===== config.mk =====
export PLATFORM = sky130hd
export DESIGN_NAME = muldiv_hilo
export DESIGN_NICKNAME = d
export VERILOG_FILES = /design/src/rtl/mdu_pkg.sv /design/src/rtl/mdu_seq.sv /design/src/rtl/mdu_mul_core.sv /design/src/rtl/mdu_div_core.sv /design/src/rtl/muldiv_hilo.sv
export SDC_FILE = /design/constraint.sdc
export NUM_CORES = 1
export LEC_CHECK = 0
export ABC_AREA = 1
export BUFFER_PORTS_ARGS = -buffer_cell sky130_fd_sc_hd__buf_2
export CAP_MARGIN = 15
export CORE_MARGIN = 3
export CORE_UTILIZATION = 50
export CTS_BUF_LIST = sky130_fd_sc_hd__clkbuf_8
export DETAILED_ROUTE_END_ITERATION = 7
export GPL_TIMING_DRIVEN = 1
export HOLD_SLACK_MARGIN = 0.03
export PLACE_DENSITY_LB_ADDON = 0.3
export SLEW_MARGIN = 20
export SYNTH_ARGS = -nofsm -noshare
export SYNTH_HDL_FRONTEND = slang
export SYNTH_SLANG_ARGS = --single-unit

===== constraint.sdc =====
create_clock -name clk -period 6.5 [get_ports clk]
set_clock_uncertainty 0.2 [all_clocks]
set_input_delay 0.325 -clock clk [delete_from_list [all_inputs] [get_ports clk]]
set_output_delay 0.325 -clock clk [all_outputs]
set_load 0.03 [all_outputs]

===== src/rtl/mdu_pkg.sv =====
`timescale 1ns/1ps
package mdu_pkg;
   typedef enum logic [1:0] {
      OP_MULS = 2'b00,
      OP_MULU = 2'b01,
      OP_DIVS = 2'b10,
      OP_DIVU = 2'b11
   } mdu_op_e;

   typedef enum logic [1:0] {
      ST_IDLE = 2'd0,
      ST_RUN  = 2'd1,
      ST_FIN  = 2'd2
   } mdu_st_e;
endpackage


===== src/rtl/mdu_seq.sv =====
`timescale 1ns/1ps
module mdu_seq #(
   parameter int XLEN = 32
) (
   input  logic clk,
   input  logic rst_n,
   input  logic start,
   output logic busy,
   output logic load,
   output logic step,
   output logic fin
);
   import mdu_pkg::*;
   localparam int CW = $clog2(XLEN);

   mdu_st_e       state;
   logic [CW-1:0] cnt;
   logic          last;

   assign last = (cnt == CW'(XLEN - 1));
   assign busy = (state != ST_IDLE);
   assign load = start && (state == ST_IDLE);
   assign step = (state == ST_RUN);
   assign fin  = (state == ST_FIN);

   always_ff @(posedge clk or negedge rst_n) begin
      if (!rst_n) begin
         state <= ST_IDLE;
         cnt   <= '0;
      end else begin
         unique case (state)
            ST_IDLE: if (start) begin
               state <= ST_RUN;
               cnt   <= '0;
            end
            ST_RUN: begin
               cnt <= cnt + CW'(1);
               if (last) state <= ST_FIN;
            end
            default: state <= ST_IDLE;
         endcase
      end
   end

   assert_launch_R2: assert property (@(posedge clk) disable iff (!rst_n)
      load |=> (step && cnt == '0));
   assert_release_R2: assert property (@(posedge clk) disable iff (!rst_n)
      fin |=> !busy);
   assert_hold_R8: assert property (@(posedge clk) disable iff (!rst_n)
      (step && start) |=> busy);
endmodule


===== src/rtl/mdu_mul_core.sv =====
`timescale 1ns/1ps
module mdu_mul_core #(
   parameter int XLEN = 32
) (
   input  logic              clk,
   input  logic              rst_n,
   input  logic              load,
   input  logic              step,
   input  logic [XLEN-1:0]   mcand_in,
   input  logic [XLEN-1:0]   mplier_in,
   output logic [2*XLEN-1:0] prod
);
   logic [XLEN-1:0] acc, mpl, mcd;
   logic [XLEN:0]   sum;

   assign sum  = {1'b0, acc} + (mpl[0] ? {1'b0, mcd} : '0);
   assign prod = {acc, mpl};

   always_ff @(posedge clk or negedge rst_n) begin
      if (!rst_n) begin
         acc <= '0;
         mpl <= '0;
         mcd <= '0;
      end else if (load) begin
         acc <= '0;
         mpl <= mplier_in;
         mcd <= mcand_in;
      end else if (step) begin
         acc <= sum[XLEN:1];
         mpl <= {sum[0], mpl[XLEN-1:1]};
      end
   end

   assert_zero_mcand_R3: assert property (@(posedge clk) disable iff (!rst_n)
      (step && mcd == '0 && acc == '0) |=> acc == '0);
endmodule


===== src/rtl/mdu_div_core.sv =====
`timescale 1ns/1ps
module mdu_div_core #(
   parameter int XLEN = 32
) (
   input  logic            clk,
   input  logic            rst_n,
   input  logic            load,
   input  logic            step,
   input  logic [XLEN-1:0] dvd_in,
   input  logic [XLEN-1:0] dvs_in,
   output logic [XLEN-1:0] quo,
   output logic [XLEN-1:0] rem
);
   logic [XLEN-1:0] dvs;
   logic [XLEN-1:0] shifted, diff;
   logic            fits;

   assign shifted = {rem[XLEN-2:0], quo[XLEN-1]};
   assign fits    = {rem, quo[XLEN-1]} >= {1'b0, dvs};
   assign diff    = shifted - dvs;

   always_ff @(posedge clk or negedge rst_n) begin
      if (!rst_n) begin
         quo <= '0;
         rem <= '0;
         dvs <= '0;
      end else if (load) begin
         quo <= dvd_in;
         rem <= '0;
         dvs <= dvs_in;
      end else if (step) begin
         rem <= fits ? diff : shifted;
         quo <= {quo[XLEN-2:0], fits};
      end
   end

   assert_rem_below_R5: assert property (@(posedge clk) disable iff (!rst_n)
      (dvs != '0) |-> (rem < dvs));
endmodule


===== src/rtl/muldiv_hilo.sv =====
`timescale 1ns/1ps
module muldiv_hilo #(
   parameter int XLEN = 32
) (
   input  logic            clk,
   input  logic            rst_n,
   input  logic            start,
   input  logic [1:0]      op,
   input  logic [XLEN-1:0] src_a,
   input  logic [XLEN-1:0] src_b,
   output logic            busy,
   input  logic            mt_hi,
   input  logic            mt_lo,
   input  logic [XLEN-1:0] mt_data,
   input  logic            rd_req,
   input  logic            rd_sel,
   output logic            rd_ok,
   output logic [XLEN-1:0] rd_data
);
   import mdu_pkg::*;

   generate
      if (XLEN < 4) begin : g_bad_width
         $error("muldiv_hilo: XLEN must be at least 4");
      end
   endgenerate

   logic              load, step, fin;
   logic              is_signed, a_neg, b_neg;
   logic [XLEN-1:0]   mag_a, mag_b;
   logic              div_q, negp_q, negr_q;
   logic [2*XLEN-1:0] prod, prod_fix;
   logic [XLEN-1:0]   quo, rem;
   logic [XLEN-1:0]   res_hi, res_lo;
   logic [XLEN-1:0]   hi_q, lo_q;

   mdu_seq #(.XLEN(XLEN)) u_seq (
      .clk(clk), .rst_n(rst_n), .start(start),
      .busy(busy), .load(load), .step(step), .fin(fin)
   );

   assign is_signed = (op == OP_MULS) || (op == OP_DIVS);
   assign a_neg     = is_signed && src_a[XLEN-1];
   assign b_neg     = is_signed && src_b[XLEN-1];
   assign mag_a     = a_neg ? (~src_a + XLEN'(1)) : src_a;
   assign mag_b     = b_neg ? (~src_b + XLEN'(1)) : src_b;

   always_ff @(posedge clk or negedge rst_n) begin
      if (!rst_n) begin
         div_q  <= 1'b0;
         negp_q <= 1'b0;
         negr_q <= 1'b0;
      end else if (load) begin
         div_q  <= op[1];
         negp_q <= a_neg ^ b_neg;
         negr_q <= a_neg;
      end
   end

   mdu_mul_core #(.XLEN(XLEN)) u_mul (
      .clk(clk), .rst_n(rst_n), .load(load), .step(step && !div_q),
      .mcand_in(mag_a), .mplier_in(mag_b), .prod(prod)
   );

   mdu_div_core #(.XLEN(XLEN)) u_div (
      .clk(clk), .rst_n(rst_n), .load(load), .step(step && div_q),
      .dvd_in(mag_a), .dvs_in(mag_b), .quo(quo), .rem(rem)
   );

   assign prod_fix = negp_q ? (~prod + (2*XLEN)'(1)) : prod;

   always_comb begin
      if (div_q) begin
         res_lo = negp_q ? (~quo + XLEN'(1)) : quo;
         res_hi = negr_q ? (~rem + XLEN'(1)) : rem;
      end else begin
         res_lo = prod_fix[XLEN-1:0];
         res_hi = prod_fix[2*XLEN-1:XLEN];
      end
   end

   always_ff @(posedge clk or negedge rst_n) begin
      if (!rst_n) begin
         hi_q <= '0;
         lo_q <= '0;
      end else if (fin) begin
         hi_q <= res_hi;
         lo_q <= res_lo;
      end else if (!busy) begin
         if (mt_hi) hi_q <= mt_data;
         if (mt_lo) lo_q <= mt_data;
      end
   end

   assign rd_ok   = rd_req && !busy;
   assign rd_data = rd_sel ? hi_q : lo_q;

   assert_frozen_R9: assert property (@(posedge clk) disable iff (!rst_n)
      (busy && !fin) |=> ($stable(hi_q) && $stable(lo_q)));
   assert_mt_hi_R9: assert property (@(posedge clk) disable iff (!rst_n)
      (!busy && mt_hi) |=> (hi_q == $past(mt_data)));
   assert_mt_lo_R9: assert property (@(posedge clk) disable iff (!rst_n)
      (!busy && mt_lo) |=> (lo_q == $past(mt_data)));
endmodule


## Word-level counts from Yosys, hierarchy flattened

Cells that the tools add are included.

| word-level totals | value |
|---|---|
| register bits after elaboration | 266 |
| input port bits | 105 |
| output and inout port bits | 34 |

| cells by class | value |
|---|---|
| add/subtract/negate cells | 8 |
| order comparisons | 1 |
| eq/ne operators | 7 |
| mux-type cells | 29 |
| bitwise operators | 6 |
| reduce and logical (&&, ||, !) cells | 21 |

Operators by type and width:

| kind | count |
|---|---|
| $mux 32 | 23 |
| $add 32x1->32 const B | 4 |
| $not 32->32 | 4 |
| $add 64x1->64 const B | 1 |
| $mux 64 | 1 |
| $not 64->64 | 1 |
| $add 32x33->33 | 1 |
| $ge 33x32->1 | 1 |
| $sub 32x32->32 | 1 |
| $reduce_bool 2->1 | 6 |
| $pmux 5 s2 | 1 |
| $reduce_and 2->1 | 4 |
| $logic_and 1x1->1 | 6 |
| $add 5x1->5 const B | 1 |
| $eq 5x5->1 const B | 1 |
| $mux 5 | 1 |
| $eq 2x2->1 const B | 2 |
| $logic_not 2->1 | 2 |
| $mux 2 | 2 |
| $ne 2x1->1 const B | 2 |
| $pmux 2 s2 | 1 |
| $eq 2x1->1 const B | 1 |
| $logic_not 1->1 | 2 |
| $ne 2x2->1 const B | 1 |
| 2 further kinds | 2 |

## Depth between registers and ports, before layout

Gate-level depths: netlist (run 1).

| logic depth | value |
|---|---|
| depth after elaboration | 5 |
| gate-level depth with buffers | 21 |
| depth with buffers taken out | 19 |

## Cells and area by module

Synthesis (run 1) repeated with hierarchy kept, for this count alone.

| unflattened totals | value |
|---|---|
| cells, all modules | 3,895 |
| area total of the unflattened synthesis | 23,764.0 um^2 |

Modules (own cells, without submodules):

| module | instances | cells an instance | area each (um^2) | seq. area each (um^2) |
|---|---|---|---|---|
| muldiv_hilo | 1 | 1,863 | 10,049.6 | 1,676.6 |
| mdu_div_core | 1 | 1,026 | 6,786.5 | 2,402.3 |
| mdu_mul_core | 1 | 963 | 6,577.6 | 2,402.3 |
| mdu_seq | 1 | 43 | 350.3 | 175.2 |

## Least setup slack after synthesis (run 1)

No wires, ideal clock.

| timing path | value |
|---|---|
| path type | reg-to-reg |
| from | register u_mul.mpl[0] |
| to | register u_mul.acc[21] |
| library setup time | 118 ps |
| arrival | 2,447 ps |
| data required time | 6,182 ps |
| slack | 3,735 ps |
| stages on the path, launching flop included | 22 |
| buffers on the path | 2 |
| cell sequence | dfrtp_1 buf_2 clkbuf_1 nand2_1 inv_1 ha_1 inv_1 fa_1 inv_1 nand2_1 o21ai_1 a21boi_0 inv_1 nand2_1 nand2_1 nand2_1 nand2_1 nand2_1 nand2_1 nand2_1 nand3_1 nand2_1 |

| between the ends | value |
|---|---|
| longest elaborated chain between the ends | 4 |

RTL lines:

| item | line | text |
|---|---|---|
| start: declaration | mdu_mul_core.sv:13 | `logic [XLEN-1:0] acc, mpl, mcd;` |
| start signal: assignment | mdu_mul_core.sv:26 | `mpl <= mplier_in;` |
| start signal: assignment | mdu_mul_core.sv:30 | `mpl <= {sum[0], mpl[XLEN-1:1]};` |
| $mux 32 | mdu_mul_core.sv:16 | `assign sum = {1'b0, acc} + (mpl[0] ? {1'b0, mcd} : '0);` |
| $add 32x33->33 | mdu_mul_core.sv:16 |  |
| $mux 32 | mdu_mul_core.sv:28 | `end else if (step) begin` |
| $mux 32 | mdu_mul_core.sv:24 | `end else if (load) begin` |
| end signal: assignment | mdu_mul_core.sv:29 | `acc <= sum[XLEN:1];` |
| end: declaration | mdu_mul_core.sv:13 |  |

Every way passes these cells. The select of a mux whose other input is x is not followed.
A chain may end at the register's enable or synchronous reset.

## Final worst setup path (run 1)

| timing path | value |
|---|---|
| from | register u_mul.mpl[0] |
| to | register u_mul.acc[29] |

Same word-level chain as after synthesis.

==> impl_metrics.yaml, run 1 <==
logic_synthesis:
  synthMuxAreaShare_pct: 0.9191
  ys_seq_elements: 266
  netlist_instances: 3501
  synth_compound_area_share_pct: 18.07
  syn-num-nets: 3679
  synth_top_family_by_area: "simple AND/OR/NAND/NOR gates"
  ys_warn_count: 0
  synth_cell_types: 54
  postSynthAreaPerCell_um2: 6.260
  yosysSeqAreaShare_pct: 30.37
  syn_area_um2: 21920
  yosys.area_share.simple_pct: 35.81
  synth_xor_xnor_area_share_pct: 0.9990
  synth_adder_area_share_pct: 4.236
pwr:
  p_leak_nw: 12.17
  swShare_pct: 56.85
  p_int_mw: 6.284
  seqPwrFrac_pct: 22.5
  ir_drop_mv: 0.2323
  pwr-share-comb_pct: 65.6
  p_per_area_nw_per_um2: 583.8
  pwr-share-clk_pct: 11.9
  p_switching_mw: 8.278
setup_path:
  r2r_cells: 19
  critPathArrivalTime_ns: 3.83
  crit_fanout: 33
  critPathRequiredTime_ns: 6.80
  worst-setup-path-type: "flop to flop"
  cp-end-kind: "flop"
  cp-start-kind: "flop"
place:
  dp_hpwl_um: 67870
  port_buffers: 138
  gp_congestion: 1.052
  placed_area_um2: 23000
  placedCellCount: 4122
clock_network:
  clock_latency_ns: 0.65
  htreeDepth: 2
  clock_sinks: 266
  clockRootBuffer: "clkbuf_8"
  post_cts_resized: 0
  cts_tree: "built"
  post-cts-setup-buffer-count: 0
  max-clock-path-buffers: 3
  clk_pin_slew_ns: 0.06
  ctsHoldBuffers: 91
  numCtsBuffers: 48
floorplanning:
  io_pins: 139
  core_um2: 43170
  rows: 76
  initial_core_util_pct: 50.77
  die_area_um2: 46380
  die_x_um: 215.4
  die_h_um: 215.4
timing:
  worstMarginPinSlew_ns: 1.096
  layout_worst_path_cycle_share_pct: 54.33
  setup_viol_count_final: 0
  tns_ns: 0
  slew_headroom_pct: 26.15
  slew_violations: 0
  min_period_ns: 3.532
  hold_violations: 0
  grt_setup_unrepaired: "no"
  fmax_ghz: 0.2832
grt:
  grt_usage_pct: 37.76
  grt_pass1_vias: 23300
  grt_max_degree: 112
  grt_pass1_wl_um: 136700
  overflow: 0
  antenna_found_initial: 6
layout:
  design_area_um2: 24940
  area_delta_synth_final_pct: 13.80
  final_cells: 4300
  final_common_cell: "nand2_1"
  final_nets: 3856
  final_cell_mix: "911 x nand2_1, 456 x nor2_1, 413 x inv_1, 328 x nand3_1, 319 x o21ai_0"
  layout-drive-gt1-share_pct: 8.942
  fill_cells: 4356
routing:
  wire_per_inst_um: 20.79
  firstDrtPassIters: 8
  vias: 25360
  vias_per_cell: 5.898
  drt_iter0_markers: 3452
  wirelength_um: 89400
  drc: 0
  ant_nets: 0
worst_hold_path:
  hold_depth: 5
  hold_class: "input port to flop"
flow_run:
  cap_violations: 0
outcome:
  outcome: "complete, no violations"
-- final timing paths --
check	from	to	slack, ns
min in group asynchronous	rst_n	hi_q[27]	0.13
max	u_mul.mpl[0]	u_mul.acc[29]	2.97
max reg2reg	u_mul.mpl[0]	u_mul.acc[29]	2.97
max in group asynchronous	rst_n	div_q	4.55
min reg2reg	u_seq.cnt[3]	u_seq.cnt[3]	0.27
min	mt_lo	lo_q[14]	0.09
-- critical path, cell delays in order (launching register included) --
cell	delay (ns)
dfrtp_1	0.98
nand2_1	0.11
inv_1	0.09
ha_1	0.17
inv_1	0.06
fa_1	0.36
inv_1	0.07
nand2_1	0.07
o21ai_1	0.25
a21boi_0	0.20
inv_1	0.09
nand2_1	0.05
nand2_1	0.13
nand2_1	0.09
nand2_1	0.14
nand2_1	0.09
nand2_1	0.06
nand2_1	0.05
nand3_1	0.07
nand2_1	0.06
-- stage by stage --
step                total power, mW  hold WS (ns)  utilization (%)  setup slack, ns
floorplan                     9.434       -0.1706                -            3.735
global placement              12.35        0.2637            53.27            3.096
detailed placement            12.39        0.2690            53.27            3.042
CTS                           14.21       0.03353            57.76            3.005
global route                  15.61        0.1055            57.76            2.569
finish                        14.56       0.09487            57.78            2.968
-- registers in the layout (all words and copies together), names as in the netlist, 2 cells and up --
register,count
u_mul.acc,32
u_div.quo,32
u_seq.state,2
u_div.dvs,32
u_mul.mcd,32
hi_q,32
u_div.rem,32
lo_q,32
u_seq.cnt,5
u_mul.mpl,32
-- synthesized netlist by cell type, drive strengths merged --
| cell | n | area (um2) |
|---|---|---|
| o31ai | 5 | 37.54 |
| nor2 | 482 | 1922 |
| o211ai | 11 | 82.58 |
| a22oi | 38 | 285.3 |
| clkbuf | 77 | 289.0 |
| a221oi | 1 | 8.760 |
| buf | 44 | 242.7 |
| o221ai | 9 | 78.83 |
| a31oi | 8 | 50.05 |
| inv | 416 | 1561 |
| fa | 2 | 40.04 |
| ha | 71 | 888.4 |
| a21oi | 237 | 1197 |
| o22ai | 19 | 118.9 |
| xnor2 | 15 | 131.4 |
| a21o | 11 | 82.58 |
| nor4 | 7 | 50.05 |
| o21a | 7 | 52.55 |
| nand3 | 333 | 1699 |
| mux2 | 17 | 191.4 |
| nand2 | 926 | 3521 |
| a32o | 1 | 10.01 |
| nor3 | 50 | 275.3 |
| and2 | 1 | 6.260 |
| nand4 | 40 | 256.5 |
| a21boi | 6 | 45.05 |
| clkinv | 3 | 11.26 |
| xor2 | 10 | 87.58 |
| a22o | 2 | 17.52 |
| o21bai | 7 | 52.55 |
| nand3b | 9 | 67.56 |
| o21ai | 361 | 1841 |
| mux2i | 1 | 10.01 |
| or2 | 8 | 50.05 |
| dfrtp | 266 | 6656 |
-- area by class of cell --
class | count | area, um2 | share of cell area, %
repair buffers | 248 | 1767 | 7.083
diodes | 2 | 5.005 | 0.02007
clock buffers | 60 | 825.8 | 3.311
multi-input cells | 2695 | 13180 | 52.84
clock inverters | 25 | 202.7 | 0.8126
flip-flops and latches | 266 | 6659 | 26.70
inverters | 419 | 1573 | 6.305
well taps | 585 | 732.0 | 2.935
-- per-layer routing --
layer,global-route usage [%],share of wire [%],vias to the layer above
met2,54.63,41,1440
met1,53.54,42,11790
met5,0,0.063,-
met4,18.09,5.3,8
li1,-,-,11880
met3,8.329,11,239
-- logic make-up after synthesis --
group / Yosys count
adder cells (fa/ha/maj): 73
flip-flops: 266
AND/OR/NAND/NOR: 1856
multiplexers: 18
XOR/XNOR: 25
buffers and inverters: 540
AO/OA/AOI/OAI: 723
-- power groups by stage --
stage	combinational [mW]	clock, mW	sequential (mW)
2_1_floorplan	6.50	0	2.94
3_3_place_gp	9.11	0	3.24
3_5_place_dp	9.14	0	3.25
4_1_cts	9.24	1.75	3.23
6_report	9.55	1.74	3.27
5_1_grt	10.4	1.82	3.35
No activity file was read; power rests on OpenSTA's default activity.
==> inputs of run 2 (changes only) <==
- clock period: 6.5 -> 3.11 ns (I/O delays scaled with it)
==> run 2 against run 1 <==
Utilization grew 3.0 points. Die area is the same. Sequential power grew 110%. Worst setup slack lost 2.9 ns. Sequential share of layout area shrank 1.3 points.
==> impl_metrics.yaml, run 2 (same netlist as run 1, synthesis figures left out) <==
floorplanning:
  initial_core_util_pct: 50.77
  die_h_um: 215.4
  core_um2: 43170
  io_pins: 139
  rows: 76
  die_area_um2: 46380
  die_x_um: 215.4
clock_network:
  htreeDepth: 2
  max-clock-path-buffers: 3
  clk_pin_slew_ns: 0.06
  clockRootBuffer: "clkbuf_8"
  clock_latency_ns: 0.66
  cts_tree: "built"
  clock_sinks: 266
  numCtsBuffers: 49
pwr:
  seqPwrFrac_pct: 22.0
  p_per_area_nw_per_um2: 1184
  pwr-share-comb_pct: 66.2
  p_int_mw: 13.73
  pwr-share-clk_pct: 11.7
  swShare_pct: 55.78
  ir_drop_mv: 0.6601
  p_leak_nw: 12.72
  p_switching_mw: 17.32
setup_path:
  cp-end-kind: "flop"
  critPathArrivalTime_ns: 3.39
  r2r_slack_ns: 0.11
  crit_fanout: 4
  worst-setup-path-type: "input port to flop"
  cp-start-kind: "input port"
  r2r-start: "u_div.rem[0]"
  r2r-end: "hi_q[12]"
  r2r_cells: 14
  critPathRequiredTime_ns: 3.49
layout:
  antenna_cells: 0
  layout-drive-gt1-share_pct: 10.23
  design_area_um2: 26220
  utilization_pct: 60.73
  area_delta_synth_final_pct: 19.63
  final_nets: 3978
  final_common_cell: "nand2_1"
  final_cell_mix: "906 x nand2_1, 452 x nor2_1, 414 x inv_1, 325 x nand3_1, 317 x o21ai_0"
routing:
  drt_iter0_markers: 3246
  vias_per_cell: 5.793
  vias: 25580
  firstDrtPassIters: 8
  drc: 0
  wire_per_inst_um: 20.36
  wirelength_um: 89880
  ant_nets: 0
grt:
  grt_usage_pct: 37.91
  antenna_found_initial: 5
  grt_max_degree: 90
  grt_pass1_vias: 23790
  overflow: 0
  grt_pass1_wl_um: 137200
outcome:
  outcome: "complete, no violations"
timing:
  holdWs_ns: 0.09669
  slew_headroom_pct: 35.67
  min_period_ns: 3.011
  setup_viol_count_final: 0
  tns_ns: 0
  layout_worst_path_cycle_share_pct: 96.83
  worstMarginPinSlew_ns: 0.9650
  hold_violations: 0
  fmax_ghz: 0.3321
  timing.final.ws_setup_ns: 0.09870
  slew_violations: 0
  grt_setup_unrepaired: "yes"
place:
  port_buffers: 138
  dp_hpwl_um: 68240
  gp_congestion: 1.071
  placed_area_um2: 23380
  dp_slack_ns: 0.2387
worst_hold_path:
  hold-path-endpoint: "div_q"
  hold_depth: 4
  hold_start: "op[1]"
  hold_class: "input port to flop"
flow_run:
  cap_violations: 0
==> run 2: power groups by stage <==
stage,registers [mW],clock network (mW),logic [mW]
global route,6.98,3.81,22.5
CTS,6.74,3.67,19.9
global placement,6.77,0,19.4
floorplan,6.14,0,13.6
finish,6.84,3.64,20.6
detailed placement,6.78,0,19.5
==> run 2: final cells by class <==
class                      count  area [um2]
timing repair buffer         369        2975
inverter                     419        1578
clock inverter                27       262.8
sequential                   266        6659
clock buffer                  54       743.2
tap                          585       732.0
multi-input combinational   2695       13270
fill                        4186       16950
==> run 2: what timing repair did <==
| item | CTS | global route |
|---|---|---|
| gates resized for setup | 0 | 31 |
| buffers inserted | 0 | 10 |
| hold endpoints to repair | 476 | 0 |
| hold buffers | 167 | 0 |
| setup endpoints to repair | 0 | 17 |
==> run 2: worst max-delay path, cell delays in order <==
cell	delay [ns]
dlygate4sd3_1	0.53
buf_2	0.13
inv_1	0.08
nand3_1	0.11
nor3_2	0.27
buf_4	0.21
nand2_1	0.07
nor3_1	0.19
nand2_1	0.11
nand3_1	0.08
dlygate4sd3_1	0.56
nand3_1	0.10
dlygate4sd3_1	0.63
a22oi_1	0.15
==> run 2: per-stage QoR <==
step	power (mW)	cells
floorplan	19.72	3501
global placement	26.20	4160
detailed placement	26.29	4160
CTS	30.30	4408
global route	33.33	4415
finish	31.04	4415
==> run 2: worst max-delay path by stage <==
stage / depth (start not counted) / start / end / slack [ns]
floorplan: 21 / u_mul.mpl[0] / u_mul.acc[21] / 0.34
global placement: 13 / u_div.quo[31] / u_div.rem[30] / 0.22
detailed placement: 13 / u_div.quo[31] / u_div.rem[30] / 0.24
CTS: 14 / u_div.rem[0] / hi_q[12] / 0.05
global route: 14 / u_div.rem[0] / hi_q[12] / -0.12
finish: 14 / src_a[2] / u_div.quo[11] / 0.1
==> run 2: metal layers <==
metal  vias up  track usage, %  wire length, um
met4         4           18.18             4960
met5         -               0               30
met3       260           7.466             9407
met1     11760           53.25            37630
li1      12110               -                -
met2      1445           56.13            37850
